### src/rtl/irq_exit_pkg.sv
package irq_exit_pkg;

    // Sequencer steps, visited in this order; ST_NOTIFY is skipped when not needed.
    typedef enum logic [2:0] {
        ST_IDLE    = 3'd0,
        ST_WR_PTR  = 3'd1,
        ST_WR_BANK = 3'd2,
        ST_NOTIFY  = 3'd3,
        ST_REINIT  = 3'd4
    } exit_state_e;

    // Entry cause; the upper bit marks the error paths.
    typedef enum logic [1:0] {
        CAUSE_RX_DONE = 2'b00,
        CAUSE_TX_DONE = 2'b01,
        CAUSE_RX_ERR  = 2'b10,
        CAUSE_TX_ERR  = 2'b11
    } exit_cause_e;

    function automatic logic cause_is_error(input logic [1:0] cause);
        return cause[1];
    endfunction

endpackage

### src/rtl/exit_capture.sv
module exit_capture
    import irq_exit_pkg::*;
#(
    parameter int DATA_W = 8
) (
    input  logic              clk,
    input  logic              rst_n,
    input  logic              load_i,
    input  logic              clear_i,
    input  logic [DATA_W-1:0] ptr_i,
    input  logic [DATA_W-1:0] bank_i,
    input  logic [1:0]        cause_i,
    input  logic              accept_i,
    output logic [DATA_W-1:0] ptr_o,
    output logic [DATA_W-1:0] bank_o,
    output logic              notify_o
);

    typedef struct packed {
        logic [DATA_W-1:0] ptr;
        logic [DATA_W-1:0] bank;
        logic [1:0]        cause;
        logic              accept;
    } hold_t;

    hold_t hold_d, hold_q;

    // Values are taken once at entry and wiped on the re-initialise step.
    always_comb begin
        hold_d = hold_q;
        if (load_i) begin
            hold_d.ptr    = ptr_i;
            hold_d.bank   = bank_i;
            hold_d.cause  = cause_i;
            hold_d.accept = accept_i;
        end else if (clear_i) begin
            hold_d = '0;
        end
    end

    always_ff @(posedge clk or negedge rst_n) begin
        if (!rst_n) begin
            hold_q <= '0;
        end else begin
            hold_q <= hold_d;
        end
    end

    assign ptr_o    = hold_q.ptr;
    assign bank_o   = hold_q.bank;
    assign notify_o = hold_q.accept && !cause_is_error(hold_q.cause);

endmodule

### src/rtl/exit_fsm.sv
module exit_fsm
    import irq_exit_pkg::*;
(
    input  logic        clk,
    input  logic        rst_n,
    input  logic        start_i,
    input  logic        notify_i,
    output exit_state_e state_o,
    output logic        load_o,
    output logic        clear_o
);

    typedef struct packed {
        exit_state_e state;
    } fsm_t;

    fsm_t fsm_d, fsm_q;

    always_comb begin
        fsm_d = fsm_q;
        unique case (fsm_q.state)
            ST_IDLE:    if (start_i) fsm_d.state = ST_WR_PTR;
            ST_WR_PTR:  fsm_d.state = ST_WR_BANK;
            ST_WR_BANK: fsm_d.state = notify_i ? ST_NOTIFY : ST_REINIT;
            ST_NOTIFY:  fsm_d.state = ST_REINIT;
            ST_REINIT:  fsm_d.state = ST_IDLE;
            default:    fsm_d.state = ST_IDLE;
        endcase
    end

    always_ff @(posedge clk or negedge rst_n) begin
        if (!rst_n) begin
            fsm_q.state <= ST_IDLE;
        end else begin
            fsm_q <= fsm_d;
        end
    end

    assign state_o = fsm_q.state;
    // Requests are only taken while idle; any other time they are dropped.
    assign load_o  = (fsm_q.state == ST_IDLE) && start_i;
    assign clear_o = (fsm_q.state == ST_REINIT);

endmodule

### src/rtl/exit_out_decode.sv
module exit_out_decode
    import irq_exit_pkg::*;
#(
    parameter int              ADDR_W    = 4,
    parameter int              DATA_W    = 8,
    parameter logic [ADDR_W-1:0] PTR_ADDR  = 4'h6,
    parameter logic [ADDR_W-1:0] BANK_ADDR = 4'hE
) (
    input  exit_state_e       state_i,
    input  logic [DATA_W-1:0] ptr_i,
    input  logic [DATA_W-1:0] bank_i,
    output logic              we_o,
    output logic [ADDR_W-1:0] addr_o,
    output logic [DATA_W-1:0] wdata_o,
    output logic              irq_o,
    output logic              reinit_o,
    output logic              busy_o
);

    // Outputs depend only on the registered step, so each is one clean cycle.
    always_comb begin
        we_o     = 1'b0;
        addr_o   = '0;
        wdata_o  = '0;
        irq_o    = 1'b0;
        reinit_o = 1'b0;
        busy_o   = (state_i != ST_IDLE);
        unique case (state_i)
            ST_WR_PTR: begin
                we_o    = 1'b1;
                addr_o  = PTR_ADDR;
                wdata_o = ptr_i;
            end
            ST_WR_BANK: begin
                we_o    = 1'b1;
                addr_o  = BANK_ADDR;
                wdata_o = bank_i;
            end
            ST_NOTIFY: irq_o    = 1'b1;
            ST_REINIT: reinit_o = 1'b1;
            default: ;
        endcase
    end

endmodule

### src/rtl/irq_exit_sequencer.sv
module irq_exit_sequencer
    import irq_exit_pkg::*;
#(
    parameter int                ADDR_W    = 4,
    parameter int                DATA_W    = 8,
    parameter logic [ADDR_W-1:0] PTR_ADDR  = 4'h6,
    parameter logic [ADDR_W-1:0] BANK_ADDR = 4'hE
) (
    input  logic              clk,
    input  logic              rst_n,
    input  logic              start_i,
    input  logic [1:0]        cause_i,
    input  logic [DATA_W-1:0] saved_ptr_i,
    input  logic [DATA_W-1:0] saved_bank_i,
    input  logic              accept_i,
    output logic              reg_we_o,
    output logic [ADDR_W-1:0] reg_addr_o,
    output logic [DATA_W-1:0] reg_wdata_o,
    output logic              host_irq_o,
    output logic              reinit_o,
    output logic              busy_o
);

    exit_state_e       state;
    logic              load;
    logic              clear;
    logic              notify;
    logic [DATA_W-1:0] held_ptr;
    logic [DATA_W-1:0] held_bank;

    exit_fsm u_fsm (
        .clk      (clk),
        .rst_n    (rst_n),
        .start_i  (start_i),
        .notify_i (notify),
        .state_o  (state),
        .load_o   (load),
        .clear_o  (clear)
    );

    exit_capture #(.DATA_W(DATA_W)) u_capture (
        .clk      (clk),
        .rst_n    (rst_n),
        .load_i   (load),
        .clear_i  (clear),
        .ptr_i    (saved_ptr_i),
        .bank_i   (saved_bank_i),
        .cause_i  (cause_i),
        .accept_i (accept_i),
        .ptr_o    (held_ptr),
        .bank_o   (held_bank),
        .notify_o (notify)
    );

    exit_out_decode #(
        .ADDR_W    (ADDR_W),
        .DATA_W    (DATA_W),
        .PTR_ADDR  (PTR_ADDR),
        .BANK_ADDR (BANK_ADDR)
    ) u_decode (
        .state_i  (state),
        .ptr_i    (held_ptr),
        .bank_i   (held_bank),
        .we_o     (reg_we_o),
        .addr_o   (reg_addr_o),
        .wdata_o  (reg_wdata_o),
        .irq_o    (host_irq_o),
        .reinit_o (reinit_o),
        .busy_o   (busy_o)
    );

endmodule

### config.mk
export PLATFORM = sky130hd
export DESIGN_NAME = irq_exit_sequencer
export DESIGN_NICKNAME = d
export VERILOG_FILES = /design/src/rtl/irq_exit_pkg.sv /design/src/rtl/exit_capture.sv /design/src/rtl/exit_fsm.sv /design/src/rtl/exit_out_decode.sv /design/src/rtl/irq_exit_sequencer.sv
export SDC_FILE = /design/constraint.sdc
export NUM_CORES = 1
export LEC_CHECK = 0
export ABC_CLOCK_PERIOD_IN_PS = 1600
export BUFFER_PORTS_ARGS = -buffer_cell sky130_fd_sc_hd__buf_4
export CAP_MARGIN = 25
export CORE_UTILIZATION = 53
export DETAILED_ROUTE_END_ITERATION = 6
export PLACE_DENSITY_LB_ADDON = 0.15
export SLEW_MARGIN = 20
export SYNTH_ARGS = -nofsm -noshare
export SYNTH_HDL_FRONTEND = slang
export SYNTH_SLANG_ARGS = --single-unit
### constraint.sdc
create_clock -name clk -period 1.6 [get_ports clk]
set_input_delay 0.32 -clock clk [delete_from_list [all_inputs] [get_ports clk]]
set_output_delay 0.32 -clock clk [all_outputs]
set_load 0.1 [all_outputs]
==> metrics.yaml, run 1 <==
outcome:
  outcome: "finished with violations"
  violations: "setup timing"
worst_setup_path:
  crit_end: "reg_wdata_o[2]"
  critical_path_required_ns: 1.28
  crit_top_cell: "buf_12"
  reg2reg_to: "u_capture.ptr_o[5]$_DFFE_PN0P_"
  end_kind: "output port"
  critPathKind: "flip-flop to output port"
  cp.depth: 4
  cp_max_fo: 13
  crit_family: "flip-flops"
  crit_slowest_cell: "dfrtp_2"
  cp-start-kind: "flip-flop"
  worst_r2r_path_depth: 5
  crit_start: "u_fsm.state_o[1]$_DFFE_PN0P_"
  crit_arrival_ns: 1.68
  cpPeakStageDelay_ns: 0.47
  r2r-start: "u_fsm.state_o[0]$_DFFE_PN0P_"
  crit_buf_inv: 2
  rrSetupSlack_ns: -0.09
  worstPathCellList: "buf_12 > nand3b_1 > a21oi_4 > buf_12"
placed_design:
  hpwl_um: 2503
  io_buffers: 35
  gp_congestion: 0.7497
flow_run:
  cap_violations: 0
detailed_routing:
  postRouteAntennaNets: 0
  viasPerCell: 7.283
  first_pass_iters: 5
  wl_per_cell_um: 27.95
  num_vias: 1748
  drt_iter0_drc: 172
  postRouteWirelength_um: 6708
  drc: 0
global_route:
  grt_pass1_vias: 1633
  grt_max_degree: 22
  grt-ovfl-total: 0
  grt_pass1_wl_um: 7990
  antenna_found_initial: 0
  track_usage_pct: 33.63
timing:
  period_share_pct: 125.1
  skew_ns: 0.008182
  setup_viol: 22
  hold_viol_final: 0
  max_freq_mhz: 499.7
  setup_ws_ns: -0.4014
  rsz0062_at_grt: "yes"
  period_needed_ns: 2.001
  slew_viol_final: 0
logic_synthesis:
  ys_seq_area_share_pct: 34.83
  syn_nets: 177
  synth_cell_type_count: 23
  synthArstFlopShare_pct: 100.0
  synth.area.top_cells: "dfrtp_1 35%, nand4bb_1 14%, o221ai_2 10%"
  synth.largest_area_cell: "dfrtp_1"
  ys_ff_latch: 21
  netlist_area_mm2: 0.001509
  postSynthCellCount: 155
  synth-main-ff-cell: "dfrtp_1"
  ys_warn_count: 0
  syn_avg_cell_area_um2: 9.735
  synth_edf_count: 0
  synth_top_area_share_pct: 34.83
die:
  die_area_mm2: 0.003064
  io_pins: 38
  num_rows: 18
  start_util_pct: 58.26
  die_h_um: 55.36
  core_region_area_mm2: 0.002590
  fp.dieW_um: 55.36
final_layout:
  final_net_count: 233
  num_antenna_cells: 0
  drive_above_1_share_pct: 50.48
  area_growth_pct: 63.43
  final_common_cell: "buf_4"
  final_util_pct: 95.22
  final_cell_mix: "42 x buf_4, 19 x inv_1, 18 x nand4bb_1, 18 x buf_12, 18 x dfrtp_1"
cts:
  cts_made_buffers: 3
  clockRootBuffer: "clkbuf_4"
  clkTransAtPathRegs_ns: 0.14
  cts.sinks: 21
  clk_latency_ns: 0.35
  cts_tree: "done"
  clk_path_buf_depth: 2
  cts_max_level: 1
min_path:
  hold_path.class: "input pin to flip-flop"
==> metal layers <==
| layer | vias up | global-route usage (%) | wire, µm |
|---|---|---|---|
| met2 | 171 | 57.49 | 3261 |
| met4 | 0 | 18.21 | 519 |
| met3 | 52 | 5.386 | 617 |
| li1 | 684 | - | - |
| met1 | 841 | 40.21 | 2310 |
| met5 | - | 0 | 0 |
==> cells in the mapped netlist (2+ instances only) <==
cell and number:
nand4bb_1 19, dfrtp_1 21, nand3b_1 17, inv_1 19
clkbuf_1 8, buf_4 5, buf_2 5, o221ai_2 10
buf_6 2, a21oi_1 10, o21ai_0 18, nand2b_1 3
o221ai_1 8
==> worst min-delay path by stage <==
stage / endpoint / start / depth (start not counted)
2_1_floorplan: u_capture.bank_o[0]$_DFFE_PN0P_ / rst_n / 0
3_3_place_gp: u_capture.bank_o[5]$_DFFE_PN0P_ / rst_n / 1
3_5_place_dp: u_capture.bank_o[5]$_DFFE_PN0P_ / rst_n / 1
4_1_cts: u_capture.bank_o[6]$_DFFE_PN0P_ / saved_bank_i[6] / 3
5_1_grt: u_capture.bank_o[7]$_DFFE_PN0P_ / saved_bank_i[7] / 3
6_report: u_capture.bank_o[3]$_DFFE_PN0P_ / saved_bank_i[3] / 3
==> kinds of logic (layout without fill, tap and decap cells) <==
| family | count (synthesis) | in the layout | share of synthesized area, % |
|---|---|---|---|
| AND/OR/NAND/NOR | 44 | 44 | 25.95 |
| AO/OA/AOI/OAI | 48 | 48 | 25.04 |
| flip-flops | 21 | 21 | 34.83 |
| buffers and inverters | 41 | 96 | 13.93 |
| other | 1 | 1 | 0.2485 |
==> worst min-delay path, stage by stage <==
cell	delay, ns
buf_4	0.11
nand4bb_1	0.11
o221ai_2	0.10
==> registers in the layout (all words and copies together), names as in the netlist <==
name	flops
u_capture.bank_o	8
u_capture.ptr_o	8
u_fsm.state_o	3
u_capture.hold_q	2
==> what timing repair did <==
action                                  in CTS  in global routing
endpoints found under the hold margin       21                  0
buffers inserted                            10                  8
gates cloned                                 2                  1
pin swaps                                    2                  8
resized for setup                           48                 15
endpoints found under the setup margin      15                 17
hold buffers                                 1                  0
==> metrics by stage <==
stage / hold slack (ns) / std cells / area (µm²) / setup slack (ns) / setup TNS (ns)
2_1_floorplan: 0.02441 / 155 / 1693 / -0.3375 / -2.967
3_3_place_gp: 0.2210 / 214 / 1974 / 0.04285 / 0
3_5_place_dp: 0.2271 / 214 / 1974 / 0.04126 / 0
4_1_cts: 0.3313 / 231 / 2342 / -0.2683 / -3.080
5_1_grt: 0.3361 / 240 / 2466 / -0.4132 / -5.324
6_report: 0.3195 / 240 / 2466 / -0.4014 / -4.834
==> cell type report <==
class / count / area (µm²)
multi-input cells: 93 / 947.2
fillers: 61 / 123.9
inverters: 19 / 71.32
repair buffers: 73 / 854.6
clock buffers: 4 / 26.28
well taps: 30 / 37.54
flip-flops and latches: 21 / 529.3
Power of run 1 is left out: the tool's default activity adds up to more than one toggle a clock period on the data nets, which glitch-free logic cannot reach.
==> run 2, diff against run 1 <==
CORE_UTILIZATION = 35   (was 53)
==> metrics.yaml, run 2 (synthesis gave the netlist of run 1 again) <==
worst_setup_path:
  cp_max_fo: 4
  crit_arrival_ns: 1.48
  cp-start-kind: "flip-flop"
  cpPeakStageDelay_ns: 0.45
  crit_start: "u_fsm.state_o[1]$_DFFE_PN0P_"
  end_kind: "output port"
  worstPathCellList: "buf_6 > nand2b_4 > a21oi_4 > buf_12"
  r2r-start: "u_fsm.state_o[0]$_DFFE_PN0P_"
  critPathKind: "flip-flop to output port"
  crit_slowest_cell: "dfrtp_2"
  critical_path_required_ns: 1.28
cts:
  clockRootBuffer: "clkbuf_8"
  clkTransAtPathRegs_ns: 0.08
  cts_made_buffers: 3
  cts_max_level: 1
  cts.sinks: 21
  cts_tree: "done"
  clk_path_buf_depth: 2
  clk_latency_ns: 0.26
detailed_routing:
  num_vias: 1422
  wl_per_cell_um: 17.51
  first_pass_iters: 4
  postRouteAntennaNets: 0
  drc: 0
  viasPerCell: 5.576
  drt_iter0_drc: 62
  postRouteWirelength_um: 4466
final_layout:
  final_common_cell: "buf_4"
  num_antenna_cells: 0
  final_cell_mix: "40 x buf_4, 19 x inv_1, 18 x dfrtp_1"
  final_util_pct: 60.35
  area_growth_pct: 62.27
  final_net_count: 228
  fin_cells: 255
  fill_cells: 338
  drive_above_1_share_pct: 48.78
global_route:
  gr-usage-met3_pct: 3.378
  met2_usage_pct: 38.12
  grt_max_degree: 26
  grt-ovfl-total: 0
  track_usage_pct: 21.98
  grt_pass1_vias: 1516
  busiest_layer: "met2"
  grt_pass1_wl_um: 7362
  grt_use_met1_pct: 27.15
  antenna_found_initial: 0
die:
  num_rows: 23
  io_pins: 38
  die_h_um: 67.66
  die_area_mm2: 0.004578
  start_util_pct: 37.19
  core_region_area_mm2: 0.004058
  fp.dieW_um: 67.66
outcome:
  violations: "setup timing"
  outcome: "finished with violations"
min_path:
  min_from: "saved_bank_i[1]"
  hold_path.class: "input pin to flip-flop"
timing:
  period_needed_ns: 1.798
  rsz0062_at_grt: "yes"
  hold_viol_final: 0
  setup_viol: 15
  max_freq_mhz: 556.1
  slew_viol_final: 0
  setup_ws_ns: -0.1984
  skew_ns: 0.001636
  period_share_pct: 112.4
placed_design:
  hpwl_um: 2699
  gp_congestion: 0.7105
  io_buffers: 35
  dp.cells: 234
flow_run:
  cap_violations: 0
run 2: changes by cell type in the layout (fill, tap and decap cells not counted), sizes merged:
cell    previous run  this run
buf               69        66
bufbuf             2         1
clkbuf             5         4
run 2: routing by layer:
layer	part of all wire, %	wire [µm]
met3	2.5	113
met4	2.2	97
met5	0	0
met2	51	2274
met1	44	1980
run 2: layout make-up:
type,instances,area [µm²],share of cell area (%)
Multi-Input combinational cell,93,954.7,38.99
Sequential cell,21,529.3,21.61
Tap cell,50,62.56,2.555
Inverter,19,71.32,2.913
Timing Repair Buffer,68,785.8,32.09
Clock buffer,4,45.04,1.840
run 2: worst paths after layout:
kind | end | depth (start not counted) | slack, ns
setup / recovery | reg_addr_o[2] | 4 | -0.20
hold / removal | u_capture.bank_o[1]$_DFFE_PN0P_ | 3 | 0.37
setup reg to reg | u_capture.bank_o[7]$_DFFE_PN0P_ | 6 | 0.05
hold reg to reg | u_capture.ptr_o[2]$_DFFE_PN0P_ | 2 | 0.55
max in group asynchronous | u_fsm.state_o[2]$_DFFE_PN0P_ | 2 | 0.87
min in group asynchronous | u_capture.bank_o[2]$_DFFE_PN0P_ | 2 | 0.48
run 2: per-stage QoR:
stage,cell area (µm²),hold slack (ns),setup TNS (ns),setup slack (ns)
finish,2449,0.3722,-2.458,-0.1984
global placement,1987,0.2282,0,0.02498
global route,2449,0.3812,-3.159,-0.2422
CTS,2377,0.4038,-2.505,-0.2122
floorplan,1693,0.02441,-2.967,-0.3375
detailed placement,1987,0.2276,0,0.01305
run 2: repair_timing:
item | 4_1_cts | 5_1_grt
hold buffers | 1 | 0
resized for setup | 57 | 8
setup endpoints to repair | 15 | 21
buffers inserted | 9 | 3
pin swaps | 5 | 12
cloned | 3 | 1
endpoints found under the hold margin | 21 | 0
run 2: critical path: cells and delay by family (launching register included):
kind / cells / cell delay (ns)
AOI/OAI and AO/OA: 1 / 0.26
buffers and inverters: 2 / 0.35
DFF: 1 / 0.45
and+or+nand+nor: 1 / 0.15
Power of run 2 is left out for the same reason.
==> run 3, diff against run 2 <==
CELL_PAD_IN_SITES_DETAIL_PLACEMENT = 0   (was unset)
CELL_PAD_IN_SITES_GLOBAL_PLACEMENT = 1   (was unset)
==> metrics.yaml, run 3 (synthesis gave the netlist of run 1 again) <==
timing:
  period_share_pct: 112.9
  skew_ns: 0.004369
  rsz0062_at_grt: "yes"
  hold_viol_final: 0
  slew_viol_final: 0
  period_needed_ns: 1.806
  max_freq_mhz: 553.7
  setup_viol: 15
  setup_ws_ns: -0.2061
die:
  die_h_um: 67.66
  core_region_area_mm2: 0.004058
  start_util_pct: 37.19
  num_rows: 23
  fp.dieW_um: 67.66
  io_pins: 38
  die_area_mm2: 0.004578
worst_setup_path:
  crit_arrival_ns: 1.49
  critical_path_required_ns: 1.28
  end_kind: "output port"
  cp_max_fo: 25
  cp-start-kind: "flip-flop"
  critPathKind: "flip-flop to output port"
global_route:
  grt_max_degree: 26
  track_usage_pct: 21.18
  grt_pass1_wl_um: 7010
  grt-ovfl-total: 0
  antenna_found_initial: 0
  grt_pass1_vias: 1421
cts:
  cts_max_level: 1
  clkTransAtPathRegs_ns: 0.08
  clockRootBuffer: "clkbuf_8"
  clk_latency_ns: 0.27
  clk_path_buf_depth: 2
  cts_made_buffers: 3
  cts.sinks: 21
  cts_tree: "done"
final_layout:
  fill_cells: 366
  final_net_count: 214
  final_cell_mix: "30 x buf_4, 19 x inv_1, 19 x nand4bb_1, 19 x dfrtp_1, 18 x o21ai_0"
  fin_cells: 241
  area_growth_pct: 53.65
  drive_above_1_share_pct: 43.46
  num_antenna_cells: 0
  final_common_cell: "buf_4"
placed_design:
  hpwl_um: 2473
  io_buffers: 35
  dp.cells: 232
  gp_congestion: 0.7377
detailed_routing:
  drt_iter0_drc: 44
  num_vias: 1314
  postRouteAntennaNets: 0
  postRouteWirelength_um: 4143
  drc: 0
  wl_per_cell_um: 17.19
  viasPerCell: 5.452
  first_pass_iters: 4
outcome:
  outcome: "finished with violations"
  violations: "setup timing"
flow_run:
  cap_violations: 0
min_path:
  hold_path.class: "input pin to flip-flop"
-- run 3: cell count changes in the layout (fill, tap and decap cells not counted), sizes merged --
cell | before | now
buf | 66 | 51
bufbuf | 1 | 2
-- run 3: layer usage --
metal | up-vias | track usage (%) | part of all wire (%)
met4 | 0 | 7.181 | 1.3
met1 | 640 | 26.24 | 43
met2 | 25 | 37.13 | 53
met3 | 5 | 2.872 | 2.8
met5 | - | 0 | 0
li1 | 644 | - | -
-- run 3: per-stage QoR --
| stage | worst slack [ns] | instance area, µm² | hold slack, ns | setup TNS [ns] | utilization [%] |
|---|---|---|---|---|---|
| global route | -0.2666 | 2318 | 0.4002 | -3.284 | 57.14 |
| detailed placement | 0.02697 | 1972 | 0.2308 | 0 | 48.60 |
| finish | -0.2061 | 2318 | 0.3987 | -2.396 | 57.14 |
| global placement | 0.03350 | 1972 | 0.2305 | 0 | 48.60 |
| CTS | -0.2100 | 2310 | 0.3944 | -2.404 | 56.92 |
| floorplan | -0.3375 | 1693 | 0.02441 | -2.967 | - |
-- run 3: timing repair --
action	in CTS	in global routing
setup endpoints to repair	15	15
buffers inserted	2	0
gates resized for setup	50	2
hold buffers	1	0
hold endpoints to repair	21	0
cloned	2	0
pin swaps	7	0
-- run 3: area by class of cell --
| type | count | area (µm²) | area share, % |
|---|---|---|---|
| inverters | 19 | 71.32 | 3.076 |
| well taps | 50 | 62.56 | 2.698 |
| multi-input cells | 93 | 918.4 | 39.61 |
| flip-flops and latches | 21 | 528.0 | 22.77 |
| repair buffers | 54 | 693.2 | 29.90 |
| clock buffers | 4 | 45.04 | 1.943 |
-- run 3: worst paths after layout --
kind	from	end	slack, ns	depth (start not counted)
worst max-delay path	u_fsm.state_o[1]$_DFFE_PN0P_	reg_addr_o[1]	-0.21	4
worst min-delay path	saved_bank_i[6]	u_capture.bank_o[6]$_DFFE_PN0P_	0.40	3
worst max register to register	u_fsm.state_o[2]$_DFFE_PN0P_	u_capture.ptr_o[0]$_DFFE_PN0P_	0.22	4
worst min register to register	u_capture.ptr_o[6]$_DFFE_PN0P_	u_capture.ptr_o[6]$_DFFE_PN0P_	0.54	2
max in group asynchronous	rst_n	u_fsm.state_o[1]$_DFFE_PN0P_	0.87	2
min in group asynchronous	rst_n	u_capture.ptr_o[1]$_DFFE_PN0P_	0.48	2
-- run 3: critical path, cell delays in order (launching register included) --
cell	delay [ns]
dfrtp_2	0.45
buf_8	0.17
nand2b_4	0.16
a21oi_4	0.24
buf_12	0.21
Power of run 3 is left out for the same reason.
